## src/rtl/coulomb_pkg.sv

```systemverilog
package coulomb_pkg;

  localparam int BYTE_W = 8;

  // Host address of byte lane i (lane 0 = least significant); high byte sits lowest.
  function automatic int lane_addr(input int lane, input int nbytes);
    return nbytes - 1 - lane;
  endfunction

endpackage

```

## src/rtl/cc_step_scale.sv

```systemverilog
module cc_step_scale #(
  parameter int CUR_W = 13,
  parameter int TOT_W = 30,
  parameter int GAIN  = 1
) (
  input  logic signed [CUR_W-1:0] cur,
  output logic signed [TOT_W-1:0] step
);

  function automatic logic signed [TOT_W-1:0] scale(input logic signed [CUR_W-1:0] c);
    logic signed [TOT_W-1:0] wide;
    wide = TOT_W'(c);
    return wide * $signed(TOT_W'(GAIN));
  endfunction

  always_comb step = scale(cur);

endmodule

```

## src/rtl/cc_sat_adder.sv

```systemverilog
module cc_sat_adder #(
  parameter int TOT_W = 30
) (
  input  logic signed [TOT_W-1:0] total,
  input  logic signed [TOT_W-1:0] step,
  output logic signed [TOT_W-1:0] next,
  output logic                    sat_hi,
  output logic                    sat_lo
);

  localparam logic signed [TOT_W-1:0] T_MAX = {1'b0, {(TOT_W-1){1'b1}}};
  localparam logic signed [TOT_W-1:0] T_MIN = {1'b1, {(TOT_W-1){1'b0}}};

  function automatic logic signed [TOT_W:0] wide_sum(input logic signed [TOT_W-1:0] a,
                                                     input logic signed [TOT_W-1:0] b);
    return {a[TOT_W-1], a} + {b[TOT_W-1], b};
  endfunction

  logic signed [TOT_W:0] sum;

  always_comb begin
    sum    = wide_sum(total, step);
    sat_hi = !sum[TOT_W] &&  sum[TOT_W-1];
    sat_lo =  sum[TOT_W] && !sum[TOT_W-1];
    if (sat_hi)      next = T_MAX;
    else if (sat_lo) next = T_MIN;
    else             next = sum[TOT_W-1:0];
  end

endmodule

```

## src/rtl/cc_host_port.sv

```systemverilog
module cc_host_port
  import coulomb_pkg::*;
#(
  parameter int ACC_W  = 16,
  parameter int NBYTES = ACC_W / BYTE_W,
  parameter int ADDR_W = 1
) (
  input  logic [ACC_W-1:0]  acc,
  input  logic              we,
  input  logic [ADDR_W-1:0] addr,
  input  logic [BYTE_W-1:0] wdata,
  output logic [ACC_W-1:0]  merged,
  output logic [BYTE_W-1:0] rdata
);

  for (genvar g = 0; g < NBYTES; g++) begin : g_lane
    localparam logic [ADDR_W-1:0] LA = ADDR_W'(lane_addr(g, NBYTES));
    assign merged[g*BYTE_W +: BYTE_W] = (we && addr == LA) ? wdata : acc[g*BYTE_W +: BYTE_W];
  end

  always_comb begin
    rdata = '0;
    for (int i = 0; i < NBYTES; i++) begin
      if (addr == ADDR_W'(lane_addr(i, NBYTES))) rdata = acc[i*BYTE_W +: BYTE_W];
    end
  end

endmodule

```

## src/rtl/coulomb_acc.sv

```systemverilog
module coulomb_acc
  import coulomb_pkg::*;
#(
  parameter int CUR_W  = 13,
  parameter int ACC_W  = 16,
  parameter int FRAC_W = 14,
  parameter int GAIN   = 1,
  parameter int NBYTES = ACC_W / 8,
  parameter int ADDR_W = (NBYTES > 1) ? $clog2(NBYTES) : 1
) (
  input  logic                    clk,
  input  logic                    rst_n,
  input  logic                    cur_vld,
  input  logic signed [CUR_W-1:0] cur_val,
  input  logic                    host_we,
  input  logic [ADDR_W-1:0]       host_addr,
  input  logic [7:0]              host_wdata,
  output logic [7:0]              host_rdata,
  output logic [ACC_W-1:0]        acc_value
);

  localparam int TOT_W = ACC_W + FRAC_W;

  logic signed [TOT_W-1:0] total_q, total_d, step, sum_sat;
  logic [ACC_W-1:0]        merged;
  logic                    sat_hi, sat_lo;

  // Named internal events.
  logic upd_take, host_take, resid_clr;
  assign host_take = host_we;
  assign upd_take  = cur_vld && !host_we;
  assign resid_clr = host_take;

  cc_step_scale #(.CUR_W(CUR_W), .TOT_W(TOT_W), .GAIN(GAIN)) u_scale (
    .cur  (cur_val),
    .step (step)
  );

  cc_sat_adder #(.TOT_W(TOT_W)) u_add (
    .total  (total_q),
    .step   (step),
    .next   (sum_sat),
    .sat_hi (sat_hi),
    .sat_lo (sat_lo)
  );

  cc_host_port #(.ACC_W(ACC_W), .NBYTES(NBYTES), .ADDR_W(ADDR_W)) u_host (
    .acc    (acc_value),
    .we     (host_we),
    .addr   (host_addr),
    .wdata  (host_wdata),
    .merged (merged),
    .rdata  (host_rdata)
  );

  always_comb begin
    total_d = total_q;
    if (host_take)     total_d = {merged, {FRAC_W{1'b0}}};
    else if (upd_take) total_d = sum_sat;
  end

  always_ff @(posedge clk or negedge rst_n) begin
    if (!rst_n) total_q <= '0;
    else        total_q <= total_d;
  end

  assign acc_value = total_q[TOT_W-1:FRAC_W];

endmodule

```

## config.mk

```make
export PLATFORM = sky130hd
export DESIGN_NAME = coulomb_acc
export DESIGN_NICKNAME = d
export VERILOG_FILES = /design/src/rtl/coulomb_pkg.sv /design/src/rtl/cc_step_scale.sv /design/src/rtl/cc_sat_adder.sv /design/src/rtl/cc_host_port.sv /design/src/rtl/coulomb_acc.sv
export SDC_FILE = /design/constraint.sdc
export NUM_CORES = 1
export LEC_CHECK = 0
export BUFFER_PORTS_ARGS = -buffer_cell sky130_fd_sc_hd__buf_2
export CAP_MARGIN = 20
export CORE_MARGIN = 4
export CORE_UTILIZATION = 45
export DETAILED_ROUTE_END_ITERATION = 12
export PLACE_DENSITY = 0.74
export SETUP_SLACK_MARGIN = 0.4
export SLEW_MARGIN = 20
export SYNTH_ARGS = -nofsm -noshare
export SYNTH_HDL_FRONTEND = slang
export SYNTH_SLANG_ARGS = --single-unit
```

## constraint.sdc

```tcl
create_clock -name clk -period 4 [get_ports clk]
set_input_delay 0.2 -clock clk [delete_from_list [all_inputs] [get_ports clk]]
set_output_delay 0.2 -clock clk [all_outputs]
set_load 0.01 [all_outputs]
```

==> results of run 1 <==
-- metrics by stage --
step	total power [W]	utilization	area (um2)
floorplan	0.00202	-	3450
global placement	0.00236	0.497	3670
detailed placement	0.00238	0.497	3670
CTS	0.00265	0.511	3770
global route	0.00290	0.512	3770
finish	0.00267	0.512	3770
-- final timing paths --
kind / startpoint / endpoint / slack, ps / cells past startpoint
min in group asynchronous: rst_n / total_q[7] / 520 / 2
max in group asynchronous: rst_n / total_q[24] / 2990 / 2
hold reg to reg: total_q[0] / total_q[0] / 560 / 2
setup / recovery: total_q[15] / total_q[2] / 770 / 10
hold / removal: host_wdata[6] / total_q[20] / 290 / 3
setup reg to reg: total_q[15] / total_q[2] / 770 / 10
-- logic make-up (layout without fill, tap and decap cells) --
kind of cell,Yosys count,after routing
adder cells (fa/ha/maj),31,31
buffers and inverters,45,78
flip-flops,30,30
multiplexers,9,9
AO/OA/AOI/OAI,139,139
XOR/XNOR,19,19
AND/OR/NAND/NOR,139,139
-- area by class of cell --
type | count | area (um2)
sequential | 30 | 751
clock buffer | 7 | 86.3
tap | 99 | 124
fill | 714 | 3590
multi-input combinational | 337 | 2450
timing repair buffer | 58 | 315
clock inverter | 1 | 5.00
inverter | 12 | 45.0
-- per-layer routing --
layer | vias up | share of wire | wire length [um]
met1 | 1555 | 0.46 | 4220
li1 | 1616 | - | -
met5 | - | 0 | 0
met3 | 16 | 0.050 | 460
met4 | 0 | 0.018 | 170
met2 | 100 | 0.48 | 4410
-- worst reg2reg max path: cells and delay by family, from the launching register on --
family,cells,cell delay [ps]
and+or+nand+nor,2,570
AOI/OAI and AO/OA,6,1480
buffers and inverters,1,270
DFF,1,420
adders and majority gates,1,360
-- power by group --
| part | switching (W) | total [W] | internal (W) | leakage, nW |
|---|---|---|---|---|
| sequential | 0.000108 | 0.000517 | 0.000409 | 0.358 |
| combinational | 0.00108 | 0.00188 | 0.000806 | 1.27 |
| clock | 0.000131 | 0.000270 | 0.000139 | 0.0482 |
-- synthesized netlist by cell type, types with 7 or more instances --
cell type	number	share of area
a211oi_1	8	0.017
a211oi_2	10	0.036
a21o_1	12	0.026
a21oi_1	36	0.052
a221oi_2	8	0.035
buf_4	18	0.039
dfrtp_1	30	0.22
ha_1	30	0.11
inv_1	10	0.011
mux2_2	7	0.023
nand2_1	21	0.023
nand3_1	26	0.038
nand4_1	9	0.016
nor2_1	42	0.046
o211ai_1	8	0.017
o21a_1	7	0.015
o21ai_0	16	0.023
xnor2_1	12	0.030
xor2_1	7	0.018
-- timing repair --
item | 4_1_cts | 5_1_grt
setup endpoints to repair | 0 | 14
buffers inserted | 0 | 0
hold buffers | 1 | 0
hold endpoints to repair | 22 | 0
resized for setup | 0 | 1
==> impl_metrics.toml, run 1 <==
[yosys]
muxShareOfSynthArea = 0.0286
synth-xor-area-share = 0.0482
avgSynthCellArea_um2 = 8.38
synthArstFlopShare = 1.00
synth_edf_count = 0
ys_seq_area_frac = 0.217
synth_flop_cell = "dfrtp_1"
synthSimpleGateAreaFrac = 0.204
synth_compound_area_frac = 0.310
synth_top_family_by_area = "compound AO/OA/AOI/OAI gates"
synth_fa_ha_area_frac = 0.114
syn_area_um2 = 3450
netlist-cell-type-count = 62
synth_cells = 412
postSynthNetCount = 469
synth_warnings = 0
ys_ff_latch = 30

[timing]
tightest_slew_ps = 766
timing.final.ws_setup_ps = 765
clock.fmax_mhz = 309
skew_ps = 10.5
hold_viol = 0
finalSetupViolations = 0
max-slew-margin-rel = 0.489
grt_setup_unrepaired = "false"
finalMaxSlewViolations = 0
hold_ws_ps = 295
final.setup.tns_ps = 0
period_share = 0.809
period_needed_ps = 3230

[route]
viasPerCell = 6.04
wirelength_mm = 9.26
ant_nets = 0
vias = 3287
drc = 0
wl_per_cell_um = 17.0
first_pass_iters = 4
drt-initial-drc-count = 144

[cells_and_area]
layout_commonest_cell = "buf_2"
layout_common_cells = "buf_2, nor2_1, a21oi_1"
nets = 501
largest_reg_flops = 30
diodes = 0
final_layout_size_suffix_gt1_frac = 0.236
instances_no_fill = 544
top_regs = "total_q: 30 flops"
areaGrowthSynthToFinish_pct = 9.27
top_register = "total_q"

[clocking]
cts.htree.levels = 2
clock_path_buffers = 2
cts_tree = "built"
cts.sinks = 30
cts_made_buffers = 5
clk_latency_ps = 290
cts.clk_slew.worst_paths_ps = 70
cts_root_buffer = "clkbuf_8"

[outcome]
status = "completed"

[pwr]
leakage_nw = 1.68
power-per-cell-area_nw_per_um2 = 707
vdd_ir_drop_max_mv = 0.296

[global_routing]
antenna_found_initial = 0
overflow = 0
use_met2 = 0.350
grt_pass1_wl_mm = 15.2
use_met1 = 0.286
grtUsageMet3 = 0.0245
track_usage = 0.211
grt_max_degree = 31
grt_pass1_vias = 3117
busiest_layer = "met2"

[setup_path]
critPathMaxFanout = 16
critPathMostFrequentCell = "a21oi_1"
start_kind = "flip-flop"
cp_num_buf_inv = 1
cp_slowest_cell = "a211oi_1"
crit_type = "reg -> reg"
endpoint_kind = "flip-flop"
required_ps = 4150
max_stage_delay_ps = 500
cp_cell_sequence = "ha_1 -> a21oi_1 -> o21ai_0 -> nor4_1 -> a21oi_1 -> a211oi_1 -> o21ai_4 -> buf_4 -> nand4_1 -> a211oi_2"
worst_path_dominant_cell_family = "compound AO/OA/AOI/OAI gates"
arrival_ps = 3390

[run]
max_cap_violations = 0

[floorplanning]
row_count = 31
start_util = 0.469
die_h_um = 95.6
die-area_um2 = 9140
core-area_um2 = 7370
die_w_um = 95.6
io_pins = 50

[placed_design]
post-place-ws_ps = 570
dp_cells = 535
dp_hpwl_mm = 7.07
gp_congestion = 0.934
io_buffers = 49

[worst_hold_path]
min_path_type = "in -> reg"
(Power assumes the default switching activity.)
==> inputs of run 2 (changes only) <==
Settings changed: ABC_AREA set to 1.
Clock period 4 ns to 3.2 ns, I/O delays scaled along.
==> impl_metrics.toml, run 2 <==
[run]
max_cap_violations = 0

[clocking]
cts_tree = "built"
cts.htree.levels = 2
cts.clk_slew.worst_paths_ps = 80
cts_made_buffers = 5
clk_latency_ps = 290
cts_root_buffer = "clkbuf_8"
cts.sinks = 30
clock_path_buffers = 2

[timing]
clock.fmax_mhz = 392
period_share = 0.796
final.setup.tns_ps = 0
finalMaxSlewViolations = 0
timing.final.ws_setup_ps = 652
tightest_slew_ps = 729
skew_ps = 7.84
finalSetupViolations = 0
max-slew-margin-rel = 0.514
hold_viol = 0
grt_setup_unrepaired = "false"
period_needed_ps = 2550

[cells_and_area]
layout_commonest_cell = "nand2_1"
final_layout_size_suffix_gt1_frac = 0.115
diodes = 0
instances_no_fill = 801
top_register = "total_q"
top_regs = "total_q: 30 flops"
largest_reg_flops = 30
layout_common_cells = "nand2_1, inv_1, nor2_1"
areaGrowthSynthToFinish_pct = 7.72
nets = 752

[floorplanning]
die_w_um = 100
start_util = 0.465
row_count = 33
die_h_um = 100
die-area_um2 = 10100
io_pins = 50
core-area_um2 = 8260

[yosys]
syn_area_um2 = 3840
synth_flop_cell = "dfrtp_1"
synthArstFlopShare = 1.00
synth_common_cells = "nand2_1, inv_1, nor2_1, a21oi_1"
synth_cells = 663
synth_warnings = 0
netlist-cell-type-count = 35
avgSynthCellArea_um2 = 5.79
yosys.area.top_type_share = 0.283
ys_seq_area_frac = 0.196
ys_top_cells_by_area = "nand2_1, dfrtp_1, ha_1, inv_1, nor2_1"
synth_edf_count = 0
yosysMostFrequentCell = "nand2_1"
ys_ff_latch = 30
yosysTopAreaCell = "nand2_1"
postSynthNetCount = 720

[global_routing]
grt_pass1_wl_mm = 17.9
track_usage = 0.219
overflow = 0
antenna_found_initial = 0
grt_max_degree = 31
grt_pass1_vias = 3849

[pwr]
power-per-cell-area_nw_per_um2 = 800
leakage_nw = 2.51
vdd_ir_drop_max_mv = 0.412

[route]
wirelength_mm = 10.7
wl_per_cell_um = 13.4
drc = 0
drt-initial-drc-count = 225
ant_nets = 0
first_pass_iters = 4
vias = 4078
viasPerCell = 5.09

[setup_path]
max_stage_delay_ps = 390
rr_worst_depth = 17
reg2reg_slack_ps = 650
r2r-end = "total_q[12]"
start_kind = "flip-flop"
endpoint_kind = "flip-flop"
cp_cell_sequence = "ha_1 -> inv_1 -> fa_1 -> inv_1 -> nand2_1 -> nand3_2 -> nand2_1 -> nand2_2 -> nand2_1 -> nand2_1 -> nand2_1 -> nand2_2 -> nand2_4 -> inv_2 -> o21ai_0 -> nand2_1 -> nand2_1"
cp_slowest_cell = "fa_1"
critPathMostFrequentCell = "nand2_1"
required_ps = 3390
critPathMaxFanout = 18
r2r_start = "total_q[0]"
arrival_ps = 2730
crit_type = "reg -> reg"

[worst_hold_path]
worstHoldEndpoint = "total_q[21]"
min_from = "host_wdata[7]"
hold_depth = 3
min_path_type = "in -> reg"

[placed_design]
post-place-ws_ps = 460
dp_cells = 792
dp_hpwl_mm = 8.66
io_buffers = 49
gp_congestion = 0.904

[outcome]
status = "completed"
==> run 2: worst max path at each step <==
stage                      startpoint          end  slack [ps]  depth (start not counted)
after floorplan            total_q[0]   total_q[3]        1090                         19
after global placement    cur_val[12]  total_q[12]         530                         14
after detailed placement  cur_val[12]  total_q[12]         460                         16
after CTS                  total_q[0]  total_q[12]         490                         17
after global routing      total_q[16]  total_q[12]         420                         15
final                      total_q[0]  total_q[12]         650                         17
==> run 2: logic make-up after synthesis <==
family | synth area share
flip-flops | 0.196
adder cells (fa/ha/maj) | 0.103
AO/OA/AOI/OAI | 0.112
XOR/XNOR | 0.0388
buffers and inverters | 0.134
AND/OR/NAND/NOR | 0.417
==> run 2: repair_timing <==
action / CTS / global route
buffers inserted: 0 / 0
hold endpoints to repair: 30 / 0
gates resized for setup: 0 / 1
hold buffers: 1 / 0
endpoints found under the setup margin: 0 / 29
==> run 2: layer usage <==
layer | vias to the layer above | routed length [um] | GRT usage
met4 | 0 | 195 | 0.0549
met2 | 101 | 5000 | 0.359
li1 | 2102 | - | -
met1 | 1856 | 5050 | 0.300
met3 | 19 | 458 | 0.0341
met5 | - | 0 | 0
==> run 2: final cells by class <==
| type | count | area (um2) |
|---|---|---|
| well taps | 105 | 131 |
| fillers | 880 | 4120 |
| repair buffers | 51 | 263 |
| clock inverters | 2 | 12.5 |
| multi-input cells | 523 | 2580 |
| clock buffers | 6 | 82.6 |
| inverters | 84 | 315 |
| flip-flops and latches | 30 | 751 |
==> run 2: per-stage QoR <==
stage	cell area [um2]	total power, W	hold WS (ps)	utilization
finish	4140	0.00331	220	0.501
global placement	4030	0.00288	247	0.487
CTS	4130	0.00328	217	0.500
floorplan	3840	0.00252	-136	-
global route	4140	0.00366	230	0.501
detailed placement	4030	0.00293	261	0.487
==> run 2: critical path, delay by kind of cell, from the launching register on <==
| kind | cells | cell delay (ps) |
|---|---|---|
| simple gates | 11 | 940 |
| fa+ha+maj | 2 | 550 |
| buf+inv | 3 | 450 |
| flops | 1 | 350 |
| compound gates | 1 | 120 |
==> run 2: power by group <==
group / switching (W) / internal, W / total (W)
sequential: 0.000147 / 0.000505 / 0.000652
clock: 0.000166 / 0.000173 / 0.000339
combinational: 0.00148 / 0.000836 / 0.00232
